[src/rtl/keyed_cfg_pkg.sv]
package keyed_cfg_pkg;

    localparam logic [7:0] IDX_EXIT    = 8'h02;
    localparam logic [7:0] IDX_LDN     = 8'h07;
    localparam logic [7:0] IDX_SCR_LO  = 8'h08;
    localparam logic [7:0] IDX_ID_HI   = 8'h20;
    localparam logic [7:0] IDX_ID_LO   = 8'h21;
    localparam logic [7:0] IDX_BANK_LO = 8'h30;
    localparam logic [7:0] EXIT_VAL    = 8'h02;
    localparam logic [7:0] EXIT_KEY    = 8'hAA;
    localparam logic [7:0] LOCKED_RD   = 8'hFF;

    localparam int NUM_SCR    = int'(IDX_BANK_LO) - int'(IDX_SCR_LO);
    localparam int BANK_SLOTS = 7;
    localparam logic [2:0] NO_SLOT = 3'd7;

    // Byte expected at a given step of the unlock sequence.
    function automatic logic [7:0] key_byte(input bit long_key, input bit hi_base,
                                            input logic [1:0] step);
        logic [7:0] b;
        if (!long_key) begin
            b = 8'h87;
        end else begin
            case (step)
                2'd0:    b = 8'h87;
                2'd1:    b = 8'h01;
                2'd2:    b = 8'h55;
                default: b = hi_base ? 8'hAA : 8'h55;
            endcase
        end
        return b;
    endfunction

    function automatic logic [1:0] key_last(input bit long_key);
        return long_key ? 2'd3 : 2'd1;
    endfunction

    // Storage slot of a banked register, NO_SLOT when not implemented.
    function automatic logic [2:0] bank_slot(input logic [7:0] idx);
        logic [2:0] s;
        case (idx)
            8'h30:   s = 3'd0;
            8'h60:   s = 3'd1;
            8'h61:   s = 3'd2;
            8'h62:   s = 3'd3;
            8'h63:   s = 3'd4;
            8'h70:   s = 3'd5;
            8'h74:   s = 3'd6;
            default: s = NO_SLOT;
        endcase
        return s;
    endfunction

endpackage

[src/rtl/keyed_cfg_keymatch.sv]
module keyed_cfg_keymatch
    import keyed_cfg_pkg::*;
#(
    parameter bit LONG_KEY = 1'b0,
    parameter bit HI_BASE  = 1'b0
) (
    input  logic       clk,
    input  logic       rst_n,
    input  logic       idx_wr,
    input  logic [7:0] wbyte,
    input  logic       exit_req,
    output logic       unlocked
);

    localparam logic [1:0] LAST_STEP = key_last(LONG_KEY);
    localparam logic [7:0] FIRST_KEY = key_byte(LONG_KEY, HI_BASE, 2'd0);

    typedef struct packed {
        logic       open;
        logic [1:0] step;
    } km_state_t;

    km_state_t km_d, km_q;

    always_comb begin
        km_d = km_q;
        if (!km_q.open) begin
            if (idx_wr) begin
                if (wbyte == key_byte(LONG_KEY, HI_BASE, km_q.step)) begin
                    if (km_q.step == LAST_STEP) begin
                        km_d.open = 1'b1;
                        km_d.step = 2'd0;
                    end else begin
                        km_d.step = km_q.step + 2'd1;
                    end
                end else begin
                    km_d.step = (wbyte == FIRST_KEY) ? 2'd1 : 2'd0;
                end
            end
        end else if (exit_req) begin
            km_d.open = 1'b0;
            km_d.step = 2'd0;
        end
    end

    always_ff @(posedge clk or negedge rst_n) begin
        if (!rst_n) begin
            km_q <= '0;
        end else begin
            km_q <= km_d;
        end
    end

    assign unlocked = km_q.open;

endmodule

[src/rtl/keyed_cfg_global.sv]
module keyed_cfg_global
    import keyed_cfg_pkg::*;
#(
    parameter logic [7:0] ID_HI = 8'hC5,
    parameter logic [7:0] ID_LO = 8'h21
) (
    input  logic       clk,
    input  logic       rst_n,
    input  logic       wr,
    input  logic [7:0] idx,
    input  logic [7:0] wdata,
    output logic [7:0] rd_val,
    output logic [7:0] ldn
);

    typedef struct packed {
        logic [7:0]               ldn;
        logic [NUM_SCR-1:0][7:0]  scr;
    } glob_state_t;

    glob_state_t gl_d, gl_q;

    logic [7:0] scr_off;
    logic       scr_hit;

    always_comb begin
        scr_off = idx - IDX_SCR_LO;
        scr_hit = (idx >= IDX_SCR_LO) && (idx < IDX_BANK_LO)
                  && (idx != IDX_ID_HI) && (idx != IDX_ID_LO);
    end

    always_comb begin
        gl_d = gl_q;
        if (wr) begin
            if (idx == IDX_LDN) begin
                gl_d.ldn = wdata;
            end else if (scr_hit) begin
                gl_d.scr[scr_off[5:0]] = wdata;
            end
        end
    end

    always_comb begin
        if (idx == IDX_LDN) begin
            rd_val = gl_q.ldn;
        end else if (idx == IDX_ID_HI) begin
            rd_val = ID_HI;
        end else if (idx == IDX_ID_LO) begin
            rd_val = ID_LO;
        end else if (scr_hit) begin
            rd_val = gl_q.scr[scr_off[5:0]];
        end else begin
            rd_val = 8'h00;
        end
    end

    always_ff @(posedge clk or negedge rst_n) begin
        if (!rst_n) begin
            gl_q <= '0;
        end else begin
            gl_q <= gl_d;
        end
    end

    assign ldn = gl_q.ldn;

endmodule

[src/rtl/keyed_cfg_bank.sv]
module keyed_cfg_bank
    import keyed_cfg_pkg::*;
(
    input  logic       clk,
    input  logic       rst_n,
    input  logic       wr,
    input  logic [7:0] idx,
    input  logic [7:0] wdata,
    output logic [7:0] rd_val
);

    typedef struct packed {
        logic [BANK_SLOTS-1:0][7:0] slot;
    } bank_state_t;

    bank_state_t bk_d, bk_q;
    logic [2:0]  sel;

    always_comb begin
        sel  = bank_slot(idx);
        bk_d = bk_q;
        if (wr && (sel != NO_SLOT)) begin
            bk_d.slot[sel] = wdata;
        end
    end

    always_comb begin
        if (sel != NO_SLOT) begin
            rd_val = bk_q.slot[sel];
        end else begin
            rd_val = 8'h00;
        end
    end

    always_ff @(posedge clk or negedge rst_n) begin
        if (!rst_n) begin
            bk_q <= '0;
        end else begin
            bk_q <= bk_d;
        end
    end

endmodule

[src/rtl/keyed_cfg_port.sv]
module keyed_cfg_port
    import keyed_cfg_pkg::*;
#(
    parameter bit         LONG_KEY = 1'b0,
    parameter bit         HI_BASE  = 1'b0,
    parameter int         NUM_DEV  = 4,
    parameter logic [7:0] ID_HI    = 8'hC5,
    parameter logic [7:0] ID_LO    = 8'h21
) (
    input  logic       clk,
    input  logic       rst_n,
    input  logic       addr,
    input  logic       wr_en,
    input  logic [7:0] wdata,
    input  logic       rd_en,
    output logic [7:0] rdata
);

    localparam logic [7:0] DEV_LIMIT = 8'(NUM_DEV);

    typedef struct packed {
        logic [7:0] index;
        logic [7:0] rdata;
    } port_state_t;

    port_state_t pt_d, pt_q;

    logic             unlocked;
    logic [7:0]       ldn_sel;
    logic [7:0]       glob_rd;
    logic [7:0]       bank_rd [NUM_DEV];
    logic [NUM_DEV-1:0] bank_wr;
    logic             idx_wr;
    logic             dat_wr;
    logic             exit_req;
    logic             in_bank;
    logic             dev_hit;
    logic [7:0]       bank_val;
    logic [7:0]       data_val;

    always_comb begin
        idx_wr  = wr_en && !addr;
        dat_wr  = wr_en && addr && unlocked;
        in_bank = pt_q.index >= IDX_BANK_LO;
        dev_hit = ldn_sel < DEV_LIMIT;
        if (LONG_KEY) begin
            exit_req = dat_wr && (pt_q.index == IDX_EXIT) && (wdata == EXIT_VAL);
        end else begin
            exit_req = unlocked && idx_wr && (wdata == EXIT_KEY);
        end
    end

    keyed_cfg_keymatch #(
        .LONG_KEY (LONG_KEY),
        .HI_BASE  (HI_BASE)
    ) u_keymatch (
        .clk      (clk),
        .rst_n    (rst_n),
        .idx_wr   (idx_wr),
        .wbyte    (wdata),
        .exit_req (exit_req),
        .unlocked (unlocked)
    );

    keyed_cfg_global #(
        .ID_HI (ID_HI),
        .ID_LO (ID_LO)
    ) u_global (
        .clk    (clk),
        .rst_n  (rst_n),
        .wr     (dat_wr && !in_bank),
        .idx    (pt_q.index),
        .wdata  (wdata),
        .rd_val (glob_rd),
        .ldn    (ldn_sel)
    );

    for (genvar g = 0; g < NUM_DEV; g++) begin : g_bank
        assign bank_wr[g] = dat_wr && in_bank && (ldn_sel == 8'(g));

        keyed_cfg_bank u_bank (
            .clk    (clk),
            .rst_n  (rst_n),
            .wr     (bank_wr[g]),
            .idx    (pt_q.index),
            .wdata  (wdata),
            .rd_val (bank_rd[g])
        );
    end

    always_comb begin
        bank_val = 8'h00;
        for (int i = 0; i < NUM_DEV; i++) begin
            if (ldn_sel == 8'(i)) begin
                bank_val = bank_rd[i];
            end
        end
        if (!unlocked) begin
            data_val = LOCKED_RD;
        end else if (!in_bank) begin
            data_val = glob_rd;
        end else if (dev_hit) begin
            data_val = bank_val;
        end else begin
            data_val = 8'h00;
        end
    end

    always_comb begin
        pt_d = pt_q;
        if (idx_wr && unlocked && !(exit_req && !LONG_KEY)) begin
            pt_d.index = wdata;
        end
        if (rd_en) begin
            if (addr) begin
                pt_d.rdata = data_val;
            end else begin
                pt_d.rdata = unlocked ? pt_q.index : LOCKED_RD;
            end
        end
    end

    always_ff @(posedge clk or negedge rst_n) begin
        if (!rst_n) begin
            pt_q.index <= 8'h00;
            pt_q.rdata <= LOCKED_RD;
        end else begin
            pt_q <= pt_d;
        end
    end

    assign rdata = pt_q.rdata;

endmodule

[config.mk]
export PLATFORM = sky130hd
export DESIGN_NAME = keyed_cfg_port
export DESIGN_NICKNAME = d
export VERILOG_FILES = /design/src/rtl/keyed_cfg_pkg.sv /design/src/rtl/keyed_cfg_keymatch.sv /design/src/rtl/keyed_cfg_global.sv /design/src/rtl/keyed_cfg_bank.sv /design/src/rtl/keyed_cfg_port.sv
export SDC_FILE = /design/constraint.sdc
export NUM_CORES = 1
export LEC_CHECK = 0
export CORE_MARGIN = 5
export CORE_UTILIZATION = 30
export DETAILED_ROUTE_END_ITERATION = 8
export DONT_BUFFER_PORTS = 1
export GPL_ROUTABILITY_DRIVEN = 1
export PLACE_DENSITY = 0.54
export SYNTH_ARGS = -nofsm -noshare
export SYNTH_HDL_FRONTEND = slang
export SYNTH_SLANG_ARGS = --single-unit
[constraint.sdc]
create_clock -name clk -period 4.8 [get_ports clk]
set_input_delay 0.72 -clock clk [delete_from_list [all_inputs] [get_ports clk]]
set_output_delay 0.72 -clock clk [all_outputs]
set_load 0.02 [all_outputs]
# Yosys cells after proc, flatten, opt, wreduce, memory -nomap -nowiden
# Index checks and enable logic that the tools add are counted.
[classes]
add_sub_neg = 2
mul = 0
div = 0
magnitude_cmp = 8
n_eq_ne = 21
n_shift = 0
muxes = 47
n_bitwise = 1
n_reduce_logical = 29
[ops]
columns = ["cell", "n"]
rows = [
  ["320-bit bitwise mux", 1],
  ["56-bit bitwise mux", 4],
  ["8-bit 2-to-1 mux", 26],
  ["8-bit binary-select mux with 3-bit select", 4],
  ["8-bit binary-select mux with 6-bit select", 1],
  ["8-bit demux with 6-bit select", 1],
  ["8-bit by 7-bit == test with 1-bit output (second input constant)", 6],
  ["8-bit demux with 3-bit select", 1],
  ["8-bit by 6-bit == test with 1-bit output (second input constant)", 3],
  ["1-bit logical AND", 21],
  ["3-bit one-hot mux with 7 select lines", 1],
  ["8-bit by 2-bit == test with 1-bit output (second input constant)", 2],
  ["8-bit == test (second input constant)", 2],
  ["8-bit by 6-bit inequality test with 1-bit output (second input constant)", 2],
  ["3-bit 2-to-1 mux", 3],
  ["8-bit by 1-bit == test with 1-bit output (second input constant)", 1],
  ["8-bit by 3-bit == test with 1-bit output (second input constant)", 1],
  ["8-bit == test", 1],
  ["8-bit by 4-bit >= comparator with 1-bit output (second input constant)", 1],
  ["8-bit by 6-bit >= comparator with 1-bit output (second input constant)", 1],
  ["8-bit logical NOT", 1],
  ["8-bit by 3-bit less-than comparator with 1-bit output (second input constant)", 1],
  ["8-bit by 6-bit less-than comparator with 1-bit output (second input constant)", 1],
  ["6-bit by 7-bit less-than comparator with 1-bit output (second input constant)", 1],
  ["other kinds (15)", 21],
]
[word_totals]
register_bits = 571
latch_bits = 0
ram_bits = 0
mem_bits_ro = 0
input_bits = 13
output_inout_bits = 8
wordCells = 181
memories = 0

# Longest topological paths before layout
[depth]
word_depth = 13
ltp_mapped = 14
depth_no_buf = 9

# Modules after synthesis
# From an unflattened synthesis, not the netlist that was laid out.
[hier_totals]
cells_unflattened = 2075
hier_area_um2 = 28180.8
[by_module_without_submodules]
columns = ["module", "n_inst", "cells_per_inst", "area_each_um2", "seq_area_each_um2"]
rows = [
  ["keyed_cfg_global", 1, 1130, 15924.0, 8207.9],
  ["keyed_cfg_bank", 4, 205, 2723.9, 1401.3],
  ["keyed_cfg_port", 1, 110, 1183.6, 410.4],
  ["keyed_cfg_keymatch", 1, 15, 177.7, 75.1],
]

# Least setup slack after synthesis
# OpenSTA, ideal clock, no wires.
[synth_timing]
path_kind = "register -> register"
start = "register pt_q[11] in the netlist's numbering"
end = "register u_global.gl_q[248] in the netlist's numbering"
setup_time_ps = 125
arrival_time_ps = 3210
required_ps = 4675
path_slack_ps = 1465
stages_incl_launch_ff = 13
path_buffers = 3
period_less_slack_ps = 3335
cell_sequence = "dfrtp_1 clkbuf_1 inv_1 clkbuf_1 ha_1 nand4bb_1 o21bai_4 or4_4 nor2_8 nand4_4 or3_1 buf_6 mux2_4"
[synth_via]
elab_chain_len = 6
elab_cells_between_ends = 20
cone_classes = "add/sub: 1; order compare: 5; eq/ne: 3; mux: 3; bitwise: 1; reduce/logical: 7"
[synth_lines]
columns = ["item", "line", "source"]
rows = [
  ["from (decl)", "keyed_cfg_port.sv:26", "port_state_t pt_d, pt_q;"],
  ["from (signal assigned)", "keyed_cfg_port.sv:128", "pt_q <= pt_d;"],
  ["6-bit by 4-bit subtractor with 6-bit output", "keyed_cfg_global.sv:27", "scr_off = idx - IDX_SCR_LO;"],
  ["6-bit by 7-bit less-than comparator with 1-bit output (implied by the code) or 6-bit by 1-bit >= comparator with 1-bit output (tied branches)", "keyed_cfg_global.sv:38", "gl_d.scr[scr_off[5:0]] = wdata;"],
  ["1-bit logical AND (implied by the code)", "keyed_cfg_global.sv:38", ""],
  ["8-bit 2-to-1 mux (implied by the code)", "keyed_cfg_global.sv:38", ""],
  ["8-bit demux with 6-bit select", "--", ""],
  ["320-bit bitwise mux", "keyed_cfg_global.sv:38", ""],
  ["to (signal assigned)", "keyed_cfg_global.sv:61", "gl_q <= gl_d;"],
  ["to (decl)", "keyed_cfg_global.sv:21", "glob_state_t gl_d, gl_q;"],
]
# Parallel ways exist; a longest one is shown, timed or not.
# A chain may end at the register's enable or synchronous reset.

# Worst setup path in the final report
[layout_timing]
start = "register pt_q[10] in the netlist's numbering"
end = "register u_global.gl_q[151] in the netlist's numbering"
# The elaborated chain is that of the path after synthesis.

==> flow_summary.json <==
{
  "n_fill_cell": 8620,
  "yosysMostFrequentCell": "dfrtp_1",
  "synth-edff-count": 0,
  "drt_wl_total_mm": 73.5,
  "diodes": 0,
  "timing.final.ws_setup_ps": 642,
  "fp.coreArea_sq_mm": 0.0886,
  "slew_headroom": -0.613,
  "worstPathMaxFanout": 18,
  "postSynthCellCount": 1906,
  "drc": 0,
  "synth_common_cells": "dfrtp_1 (563), mux2_2 (556), mux4_2 (98)",
  "wire_per_inst_um": 24.0,
  "die_height_um": 309,
  "grt_max_degree": 572,
  "die_x_um": 309,
  "hp-class": "primary input to asynchronous set/reset pin",
  "io_buffers": 0,
  "antenna_found_initial": 0,
  "start_kind": "register",
  "power.density_mw_per_mm2": 319,
  "rsz0062_at_grt": "no",
  "synth.cell_area_sq_mm": 0.0269,
  "period_share": 0.866,
  "start_util": 0.303,
  "overflow": 0,
  "cts.repair.resized": 0,
  "hold_viol": 54,
  "leakage_uw": 0.0139,
  "status": "finished with violations",
  "endpoint_kind": "register",
  "dr_total_vias": 16500,
  "row_count": 109,
  "synthFlopType": "dfrtp_1",
  "synthesis.nets": 1922,
  "min_period_ps": 4160,
  "fin_skew_ps": 11.8,
  "violations": "negative hold slack, max-slew violations",
  "hpwl_mm": 45.3,
  "first_pass_iters": 5,
  "htreeDepth": 2,
  "arrival_ps": 4660,
  "max_freq_mhz": 241,
  "numCtsBuffers": 58,
  "yosys-top-cells-area": "dfrtp_1 (52%), mux2_2 (23%), mux4_2 (8.2%)",
  "async_reset_ff_frac": 1.00,
  "yosys_register_bits": 571,
  "setup_viol": 0,
  "drtIter0Drc": 1326,
  "fp.dieArea_sq_mm": 0.0956,
  "postCtsSetupBuffers": 0,
  "maxCapViolations": 0,
  "worstSkewPairLatency_ps": 620,
  "drv_slew": 451,
  "ys_seq_area_frac": 0.532,
  "hold_ws_ps": -147,
  "ctsLongestPathBuffers": 3,
  "syn_area_per_cell_sq_um": 14.1,
  "worst_pin_slew_ps": 2420,
  "cts_tree": "done",
  "dpl_worst_slack_ps": 682,
  "cp.required_ps": 5300,
  "nets": 1870,
  "cts-root-buf": "clkbuf_16",
  "ys.warnings.count": 0,
  "ir_drop_uv": 230,
  "rrSetupSlack_ps": 640,
  "startpoint": "pt_q[10]$_DFFE_PN0P_",
  "netlist-cell-type-count": 81,
  "finalSetupTns_ps": 0,
  "yosysTopAreaCell": "dfrtp_1",
  "grt_first_pass_wirelength_mm": 113,
  "grt_pass1_vias": 17200,
  "crit_type": "register to register",
  "clock_sinks": 571,
  "track_usage": 0.152,
  "gp_congestion": 0.906,
  "via_per_inst": 5.37,
  "ant_nets": 0,
  "path_clk_slew_ps": 60,
  "yosysTopAreaCellShare": 0.525,
  "synthToLayoutAreaGrowth_pct": 11.4,
  "io_pins": 21,
  "reg2reg_from": "pt_q[10]$_DFFE_PN0P_",
  "drive_gt1_frac": 0.442
}
report_power, final:
part | total [uW] | switching [uW] | internal (uW)
Sequential | 4840 | 17.7 | 4820
Combinational | 63.4 | 38.1 | 25.3
Clock | 4650 | 1920 | 2730
worst max-delay path, cell delays in order (launching register included):
cell,delay [ps]
dfrtp_2,540
or4_1,590
nor4b_1,970
nor4_1,210
nand2b_1,600
nor2_1,250
nand2_1,460
mux2_2,400
path summary, 6_finish.rpt:
kind / end / depth (start not counted)
max: u_global.gl_q[151]$_DFFE_PN0P_ / 7
min: g_bank[0].u_bank.bk_q[17]$_DFFE_PN0P_ / 0
max reg2reg: u_global.gl_q[151]$_DFFE_PN0P_ / 7
min reg2reg: u_keymatch.km_q[1]$_DFFE_PN0P_ / 1
min in group clk: g_bank[0].u_bank.bk_q[49]$_DFFE_PN0P_ / 1
max in group asynchronous: u_global.gl_q[130]$_DFFE_PN0P_ / 0
routing by layer:
metal / part of all wire / global-route usage / vias up
met2: 0.47 / 0.242 / 437
met3: 0.054 / 0.0283 / 82
met5: 0 / 0 / -
met1: 0.46 / 0.221 / 8891
li1: - / - / 7058
met4: 0.016 / 0.0304 / 0
cell families after synthesis:
| kind of cell | Yosys count | synth area share |
|---|---|---|
| flip-flops | 571 | 0.532 |
| buffers and inverters | 152 | 0.0233 |
| XOR/XNOR | 2 | 0.000652 |
| AO/OA/AOI/OAI | 190 | 0.0486 |
| AND/OR/NAND/NOR | 305 | 0.0659 |
| adder cells (fa/ha/maj) | 3 | 0.00140 |
| multiplexers | 683 | 0.328 |
flip-flops by register name, summed over array words and instances (netlist names):
signal	cells
pt_q	8
u_keymatch.unlocked	1
u_global.ldn	8
g_bank.u_bank.bk_q	224
u_global.gl_q	320
u_keymatch.km_q	2
rdata	8
final cells by class:
type                            count  area, sq um  area share
Multi-Input combinational cell   1183        11900       0.399
Clock buffer                       93         1820      0.0607
Sequential cell                   571        14300       0.478
Timing Repair Buffer               30          238     0.00794
Tap cell                         1165         1460      0.0487
Clock inverter                     12          141     0.00472
Inverter                           10         37.5     0.00125
cells in the final DEF, fill, tap and decap left out, types with 10 or more instances in the layout:
cell / synthesis / final
a21oi_1: 31 / 31
a22oi_1: 14 / 14
buf_4: 3 / 29
clkbuf_1: 97 / 15
clkbuf_16: 0 / 61
clkbuf_8: 0 / 17
dfrtp_1: 563 / 560
inv_1: 10 / 10
mux2_2: 556 / 556
mux2i_1: 17 / 17
mux4_2: 98 / 98
nand2_1: 58 / 58
nand3_1: 20 / 20
nand4_1: 10 / 10
nor2_1: 64 / 64
nor2_2: 12 / 12
nor3_1: 38 / 38
nor4_1: 17 / 17
o21ai_0: 33 / 33
o22ai_1: 32 / 32
or3_1: 11 / 11
stage by stage:
step	total power [uW]	utilization	instance area, sq um	cells
floorplan	5020	-	26900	1906
global placement	4990	0.316	28000	2959
detailed placement	4990	0.316	28000	2959
CTS	9670	0.338	29900	3064
global route	9860	0.338	29900	3064
finish	9560	0.338	29900	3064
(Power assumes the default switching activity.)
